## config.mk

```make
export PLATFORM = sky130hd
export DESIGN_NAME = stride_blk_sched
export DESIGN_NICKNAME = d
export VERILOG_FILES = /design/src/rtl/sbs_pkg.sv /design/src/rtl/sbs_addr_gen.sv /design/src/rtl/sbs_pick.sv /design/src/rtl/sbs_ctrl.sv /design/src/rtl/stride_blk_sched.sv
export SDC_FILE = /design/constraint.sdc
export NUM_CORES = 1
export LEC_CHECK = 0
export ABC_AREA = 1
export CAP_MARGIN = 20
export CORE_MARGIN = 4
export CORE_UTILIZATION = 46
export DETAILED_ROUTE_END_ITERATION = 10
export GPL_TIMING_DRIVEN = 0
export PLACE_DENSITY_LB_ADDON = 0.08
export SYNTH_ARGS = -nofsm -noshare
export SYNTH_HDL_FRONTEND = slang
export SYNTH_HIERARCHICAL = 1
export SYNTH_SLANG_ARGS = --single-unit
```

## constraint.sdc

```tcl
create_clock -name clk -period 12.35 [get_ports clk]
set_input_delay 2.47 -clock clk [delete_from_list [all_inputs] [get_ports clk]]
set_output_delay 2.47 -clock clk [all_outputs]
set_load 0.03 [all_outputs]
```

## src/rtl/sbs_pkg.sv

```systemverilog
// Package: shared types for the strided block access sequencer.
// Assumes nothing beyond IEEE 1800-2017 enum support.
package sbs_pkg;

    // Direction of the accesses of one repeat.
    typedef enum logic {
        MODE_READ  = 1'b0,
        MODE_WRITE = 1'b1
    } acc_mode_e;

    // Sequencer control state.
    typedef enum logic {
        ST_IDLE = 1'b0,
        ST_RUN  = 1'b1
    } seq_state_e;

endpackage

```

## src/rtl/sbs_addr_gen.sv

```systemverilog
// Module: sbs_addr_gen
// Computes the byte address and bank-group index of each block of a repeat.
// Block k lies k strides (each stride a count of rows) above the base.
// Assumes the address wraps modulo 2^ADDR_W and that a row is 2^ROW_LOG2 bytes.
module sbs_addr_gen #(
    parameter int ADDR_W   = 18,
    parameter int STRIDE_W = 8,
    parameter int NUM_BLK  = 8,
    parameter int ROW_LOG2 = 5,
    parameter int GRP_W    = 4
) (
    input  logic [ADDR_W-1:0]         base_i,
    input  logic [STRIDE_W-1:0]       stride_i,
    output logic [NUM_BLK*ADDR_W-1:0] addr_o,
    output logic [NUM_BLK*GRP_W-1:0]  grp_o
);
    localparam int STEP_W = STRIDE_W + ROW_LOG2;

    logic [STEP_W-1:0] step_raw;
    logic [ADDR_W-1:0] step;
    logic [ADDR_W-1:0] chain [NUM_BLK];

    // Byte distance between neighbouring blocks.
    assign step_raw = {stride_i, {ROW_LOG2{1'b0}}};
    assign step     = ADDR_W'(step_raw);

    // Address chain: each block sits one step above its predecessor.
    generate
        for (genvar k = 0; k < NUM_BLK; k++) begin : g_blk
            if (k == 0) begin : g_first
                assign chain[k] = base_i;
            end else begin : g_next
                assign chain[k] = chain[k-1] + step;
            end
            assign addr_o[k*ADDR_W +: ADDR_W] = chain[k];
            assign grp_o[k*GRP_W +: GRP_W]    = chain[k][ROW_LOG2 +: GRP_W];
        end
    endgenerate

endmodule

```

## src/rtl/sbs_pick.sv

```systemverilog
// Module: sbs_pick
// Selects, per bank group, the lowest-numbered pending block for this cycle.
// A block is issued when it is pending and no lower pending block shares its group.
// Assumes group indices are stable for the whole repeat. clk and rst_n feed the
// embedded checks only.
module sbs_pick #(
    parameter int NUM_BLK = 8,
    parameter int GRP_W   = 4
) (
    input  logic                     clk,
    input  logic                     rst_n,
    input  logic [NUM_BLK-1:0]       pending_i,
    input  logic [NUM_BLK*GRP_W-1:0] grp_i,
    output logic [NUM_BLK-1:0]       issue_o
);
    localparam int NUM_GRP = 1 << GRP_W;

    logic [NUM_BLK-1:0] blocked;

    // Mark blocks shadowed by a lower pending block of the same group.
    always_comb begin
        blocked = '0;
        for (int k = 0; k < NUM_BLK; k++) begin
            for (int j = 0; j < NUM_BLK; j++) begin
                if (j < k && pending_i[j] &&
                    grp_i[j*GRP_W +: GRP_W] == grp_i[k*GRP_W +: GRP_W]) begin
                    blocked[k] = 1'b1;
                end
            end
        end
    end

    // Issue every pending block that is first in its group.
    assign issue_o = pending_i & ~blocked;

    // progress - any pending work issues something this cycle.
    assert_progress_R3: assert property (@(posedge clk) disable iff (!rst_n)
        (pending_i != '0) |-> (issue_o != '0));

    // per bank group, at most one block leaves in a cycle.
    generate
        for (genvar g = 0; g < NUM_GRP; g++) begin : g_grp_chk
            logic [NUM_BLK-1:0] in_grp;
            always_comb begin
                for (int k = 0; k < NUM_BLK; k++) begin
                    in_grp[k] = (grp_i[k*GRP_W +: GRP_W] == GRP_W'(g));
                end
            end
            assert_one_per_group_R2: assert property (@(posedge clk) disable iff (!rst_n)
                $onehot0(issue_o & in_grp));
        end
    endgenerate

endmodule

```

## src/rtl/sbs_ctrl.sv

```systemverilog
// Module: sbs_ctrl
// Accepts a repeat request, holds its description, tracks the pending blocks,
// counts issue cycles and produces busy, done and the final cycle count.
// Assumes the issue mask from the picker is non-empty while blocks are pending.
module sbs_ctrl
    import sbs_pkg::*;
#(
    parameter int ADDR_W   = 18,
    parameter int STRIDE_W = 8,
    parameter int NUM_BLK  = 8,
    parameter int CNT_W    = 4
) (
    input  logic                clk,
    input  logic                rst_n,
    input  logic                start_i,
    input  logic [ADDR_W-1:0]   base_i,
    input  logic [STRIDE_W-1:0] stride_i,
    input  logic                write_i,
    input  logic [NUM_BLK-1:0]  issue_i,
    output logic [ADDR_W-1:0]   base_q,
    output logic [STRIDE_W-1:0] stride_q,
    output logic [NUM_BLK-1:0]  pending_q,
    output logic                busy_o,
    output logic                done_o,
    output logic                write_o,
    output logic [CNT_W-1:0]    cycles_o
);
    seq_state_e         state_q;
    acc_mode_e          mode_q;
    logic [CNT_W-1:0]   cnt_q;
    logic [NUM_BLK-1:0] remain;
    logic               accept;

    // A request is taken only while idle.
    assign accept = start_i && (state_q == ST_IDLE);
    // Blocks still owed after this cycle's issue.
    assign remain = pending_q & ~issue_i;

    // Main sequencing register set.
    always_ff @(posedge clk) begin
        if (!rst_n) begin
            state_q   <= ST_IDLE;
            mode_q    <= MODE_READ;
            base_q    <= '0;
            stride_q  <= '0;
            pending_q <= '0;
            cnt_q     <= '0;
            cycles_o  <= '0;
            done_o    <= 1'b0;
        end else begin
            done_o <= 1'b0;
            if (accept) begin
                state_q   <= ST_RUN;
                mode_q    <= acc_mode_e'(write_i);
                base_q    <= base_i;
                stride_q  <= stride_i;
                pending_q <= '1;
                cnt_q     <= '0;
            end else if (state_q == ST_RUN) begin
                pending_q <= remain;
                cnt_q     <= cnt_q + 1'b1;
                if (remain == '0) begin
                    state_q  <= ST_IDLE;
                    done_o   <= 1'b1;
                    cycles_o <= cnt_q + 1'b1;
                end
            end
        end
    end

    assign busy_o  = (state_q == ST_RUN);
    assign write_o = (mode_q == MODE_WRITE);

    // an accepted start raises busy on the next cycle.
    assert_busy_after_start_R6: assert property (@(posedge clk) disable iff (!rst_n)
        (start_i && !busy_o) |=> busy_o);

    // a start during a repeat leaves the request description untouched.
    assert_ignore_busy_start_R8: assert property (@(posedge clk) disable iff (!rst_n)
        (start_i && busy_o) |=> ($stable(base_q) && $stable(stride_q) && $stable(write_o)));

    // done lasts one cycle and follows a busy cycle with busy now low.
    assert_done_pulse_R7: assert property (@(posedge clk) disable iff (!rst_n)
        done_o |=> !done_o);
    assert_done_after_busy_R7: assert property (@(posedge clk) disable iff (!rst_n)
        done_o |-> (!busy_o && $past(busy_o)));

    // a finished repeat took between one and NUM_BLK cycles.
    assert_cycle_range_R4: assert property (@(posedge clk) disable iff (!rst_n)
        done_o |-> (cycles_o >= CNT_W'(1) && cycles_o <= CNT_W'(NUM_BLK)));

    // once cleared, a block is not pending again within the repeat.
    assert_no_reissue_R3: assert property (@(posedge clk) disable iff (!rst_n)
        (busy_o && $past(busy_o)) |-> ((pending_q & ~$past(pending_q)) == '0));

endmodule

```

## src/rtl/stride_blk_sched.sv

```systemverilog
// Module: stride_blk_sched (top)
// Schedules the eight blocks of one strided vector repeat so that each bank
// group serves at most one row per cycle. Ties go to the lowest block number.
// Assumes the consumer takes every issued access in the cycle it is shown.
module stride_blk_sched #(
    parameter int ADDR_W   = 18,
    parameter int STRIDE_W = 8,
    parameter int NUM_BLK  = 8,
    parameter int ROW_LOG2 = 5,
    parameter int GRP_W    = 4,
    localparam int CNT_W   = $clog2(NUM_BLK + 1)
) (
    input  logic                      clk,
    input  logic                      rst_n,
    input  logic                      start_i,
    input  logic [ADDR_W-1:0]         base_i,
    input  logic [STRIDE_W-1:0]       stride_i,
    input  logic                      write_i,
    output logic                      busy_o,
    output logic                      done_o,
    output logic [NUM_BLK-1:0]        issue_o,
    output logic [NUM_BLK*ADDR_W-1:0] blk_addr_o,
    output logic                      write_o,
    output logic [CNT_W-1:0]          cycles_o
);
    logic [ADDR_W-1:0]        base_q;
    logic [STRIDE_W-1:0]      stride_q;
    logic [NUM_BLK-1:0]       pending_q;
    logic [NUM_BLK*GRP_W-1:0] grp;

    // Request holding, pending tracking and completion.
    sbs_ctrl #(
        .ADDR_W   (ADDR_W),
        .STRIDE_W (STRIDE_W),
        .NUM_BLK  (NUM_BLK),
        .CNT_W    (CNT_W)
    ) ctrl_i (
        .clk       (clk),
        .rst_n     (rst_n),
        .start_i   (start_i),
        .base_i    (base_i),
        .stride_i  (stride_i),
        .write_i   (write_i),
        .issue_i   (issue_o),
        .base_q    (base_q),
        .stride_q  (stride_q),
        .pending_q (pending_q),
        .busy_o    (busy_o),
        .done_o    (done_o),
        .write_o   (write_o),
        .cycles_o  (cycles_o)
    );

    // Block addresses and bank groups from the held request.
    sbs_addr_gen #(
        .ADDR_W   (ADDR_W),
        .STRIDE_W (STRIDE_W),
        .NUM_BLK  (NUM_BLK),
        .ROW_LOG2 (ROW_LOG2),
        .GRP_W    (GRP_W)
    ) addr_i (
        .base_i   (base_q),
        .stride_i (stride_q),
        .addr_o   (blk_addr_o),
        .grp_o    (grp)
    );

    // Per-group lowest-first selection.
    sbs_pick #(
        .NUM_BLK (NUM_BLK),
        .GRP_W   (GRP_W)
    ) pick_i (
        .clk       (clk),
        .rst_n     (rst_n),
        .pending_i (pending_q),
        .grp_i     (grp),
        .issue_o   (issue_o)
    );

    // nothing is issued while idle.
    assert_idle_quiet_R6: assert property (@(posedge clk) disable iff (!rst_n)
        !busy_o |-> (issue_o == '0));

    // every busy cycle issues at least one block.
    assert_busy_issues_R6: assert property (@(posedge clk) disable iff (!rst_n)
        busy_o |-> (issue_o != '0));

    // block addresses hold while a repeat runs.
    assert_addr_hold_R1: assert property (@(posedge clk) disable iff (!rst_n)
        (busy_o && $past(busy_o)) |-> $stable(blk_addr_o));

endmodule

```

==> impl_metrics.json <==
{
  "fmax_mhz": 94.8,
  "hold-path-endpoint": "ctrl_i/cycles_o[3]",
  "antenna_found_initial": 0,
  "critPathLaunchType": "flop",
  "reg2reg_depth": 37,
  "nets": 1572,
  "drive_gt1_share_pct": 17.8,
  "yosys.area.top_type": "nand2_1",
  "tns_ns": 0,
  "cts_buffer_depth": 2,
  "slew_headroom_pct": 42.0,
  "ios": 189,
  "crit_top_cell": "inv_1",
  "tightest_slew_ns": 0.863,
  "rsz0062_at_grt": "no",
  "vias": 8478,
  "path_delay_family": "adder cells",
  "worstSetupPathType": "flop to primary output",
  "grt_overflow_total": 0,
  "cts_tree": "yes",
  "routed_wl_um": 24300,
  "synthCells": 1290,
  "slowest_stage": "clkdlybuf4s50_1",
  "dr.pass1.iters": 6,
  "finalSetupViolations": 0,
  "critical_path_peak_fanout": 8,
  "syn_area_mm2": 0.00787,
  "min_period_ns": 10.55,
  "cts_buffers": 5,
  "syn_area_per_cell_um2": 6.10,
  "min_period_over_period_pct": 85.4,
  "dp_slack_ns": 2.11,
  "status": "finished, final reports clean",
  "syn-num-nets": 1379,
  "r2r-start": "ctrl_i/base_q[5]",
  "io_buffers": 186,
  "ff2ff_setup_slack_ns": 4.58,
  "cts_root_buf": "clkbuf_16",
  "hold_class": "flop to flop",
  "grt_pass1_vias": 8012,
  "synth_cell_types": 44,
  "die_area_mm2": 0.0193,
  "design.core.area_mm2": 0.0167,
  "synthToLayoutAreaGrowth_pct": 28.9,
  "drt_iter0_drc": 483,
  "gp_congestion": 0.985,
  "clk_pin_slew_worst_paths_ns": 0.06,
  "grt_max_degree": 14,
  "synth_top_cell_area_share_pct": 15.6,
  "wl_per_cell_um": 14.3,
  "min_from": "ctrl_i/cycles_o[3]",
  "die_y_um": 139,
  "fill_cells": 1665,
  "regToRegEndpoint": "ctrl_i/cycles_o[2]",
  "post_cts_buffers": 0,
  "cpPeakStageDelay_ns": 0.66,
  "ys_seq_elements": 45,
  "fin_ws_ns": 1.80,
  "drv_cap": 0,
  "insertion_delay_ns": 0.29,
  "final-hold-violation-count": 0,
  "gr-usage-all-layers_pct": 24.4,
  "grt_pass1_wl_um": 39600,
  "diodes": 0,
  "holdBufCountCts": 0,
  "synth_area_leaders": "nand2_1 16%, dfxtp_1 11%, buf_4 10%",
  "row_count": 47,
  "crit_path_end_kind": "primary output",
  "required_ns": 9.88,
  "drc": 0,
  "cts_resized": 0,
  "slew_viol_final": 0,
  "hold_depth": 2,
  "cts_max_level": 2,
  "crit_arrival_ns": 8.08,
  "place_hpwl_um": 19800,
  "ys_seq_area_share_pct": 11.4,
  "antenna_left": 0,
  "cts.sinks": 45,
  "die_w_um": 139,
  "clock_skew_ns": 0.00492,
  "routed_via_density": 4.98,
  "start_util_pct": 47.1,
  "synth_warnings": 6,
  "path_buf_inv": 8
}
[logic make-up (layout without fill, tap and decap cells)]
kind of cell	Yosys count	in the layout	share of synthesized area [%]
adders and majority gates	59	59	10.0
xor gates and xnor gates	65	65	7.23
buffers and inverters	285	479	19.6
and+or+nand+nor	662	662	39.4
DFF	45	45	11.4
AOI/OAI and AO/OA	174	174	12.3
[registers in the layout, summed over array words and instances (netlist names)]
register	count
ctrl_i/base_q	18
ctrl_i/busy_o	1
ctrl_i/cnt_q	4
ctrl_i/cycles_o	4
ctrl_i/done_o	1
ctrl_i/pending_q	8
ctrl_i/stride_q	8
ctrl_i/write_o	1
[cell usage in the layout, fill, tap and decap left out, types with 5 or more instances in the layout]
master	n
a21oi_1	70
buf_2	13
buf_4	106
clkbuf_16	5
clkdlybuf4s50_1	186
dfxtp_1	45
fa_1	7
ha_1	52
inv_1	116
inv_2	35
nand2_1	328
nand2_2	27
nand2_4	20
nand3_1	70
nand3_2	12
nand3b_1	5
nand4_1	12
nor2_1	149
nor2_2	18
nor3_1	9
o211ai_1	9
o21ai_0	34
o21ai_1	33
o21ai_2	5
o22ai_1	11
xnor2_1	34
xor2_1	31
[worst register-to-register path: cells and delay by family, from the launching register on]
kind                       cells  cell delay (ns)
buffers and inverters         10             1.05
xor gates and xnor gates       6             1.59
adders and majority gates      8             3.20
AOI/OAI and AO/OA              2             0.24
and+or+nand+nor               11             1.26
DFF                            1             0.35
[cells in the mapped netlist]
master / n
nand2_1: 328
nor2_1: 149
inv_1: 116
buf_4: 106
a21oi_1: 70
nand3_1: 70
ha_1: 52
dfxtp_1: 45
inv_2: 35
o21ai_0: 34
xnor2_1: 34
o21ai_1: 33
xor2_1: 31
nand2_2: 27
nand2_4: 20
nor2_2: 18
buf_2: 13
nand3_2: 12
nand4_1: 12
o22ai_1: 11
nor3_1: 9
o211ai_1: 9
fa_1: 7
nand3b_1: 5
o21ai_2: 5
nor2_4: 4
o21bai_1: 4
a31oi_1: 3
buf_6: 3
clkinv_1: 3
inv_4: 3
nand2_8: 3
buf_8: 2
clkbuf_1: 2
nand3_4: 2
o221ai_1: 2
a21o_1: 1
a21oi_4: 1
and2_1: 1
clkbuf_4: 1
inv_6: 1
nand3b_4: 1
o211ai_2: 1
or2_1: 1
[final cells by class]
cell class              count  area, um^2  share of cell area [%]
multi-input cells         960        5430                    53.5
repair buffers            186        1860                    18.3
plain buffers             127         940                    9.26
flip-flops and latches     45         901                    8.88
inverters                 158         606                    5.97
well taps                 220         275                    2.71
clock buffers               7         133                    1.31
clock inverters             1        7.51                  0.0740
[worst max path at each step]
stage | start | end | slack, ns | depth (start not counted)
floorplan | ctrl_i/base_q[5] | issue_o[7] | 0.73 | 27
global placement | ctrl_i/base_q[5] | blk_addr_o[143] | 2.19 | 36
detailed placement | ctrl_i/base_q[5] | blk_addr_o[143] | 2.11 | 36
CTS | ctrl_i/base_q[5] | blk_addr_o[143] | 1.78 | 36
global route | ctrl_i/base_q[5] | blk_addr_o[143] | 1.0 | 36
finish | ctrl_i/base_q[5] | blk_addr_o[143] | 1.80 | 36
[stage by stage]
stage | std cells | util, % | instance area (um^2) | hold WS [ns]
3_5_place_dp | 1696 | 59.9 | 10000 | 0.463
5_1_grt | 1704 | 60.8 | 10100 | 0.490
4_1_cts | 1704 | 60.8 | 10100 | 0.476
2_1_floorplan | 1290 | - | 7870 | 0.467
3_3_place_gp | 1696 | 59.9 | 10000 | 0.458
6_report | 1704 | 60.8 | 10100 | 0.473
[per-layer routing]
metal  track usage (%)  up-vias  part of all wire (%)
li1                  -     4405                     -
met1              32.7     3733                    45
met2              39.1      316                    44
met3              6.79       24                   9.4
met4              5.82        0                   1.5
met5                 0        -                     0
Power is left out: the tool's default activity adds up to more than one toggle a clock period on the data nets, which glitch-free logic cannot reach.
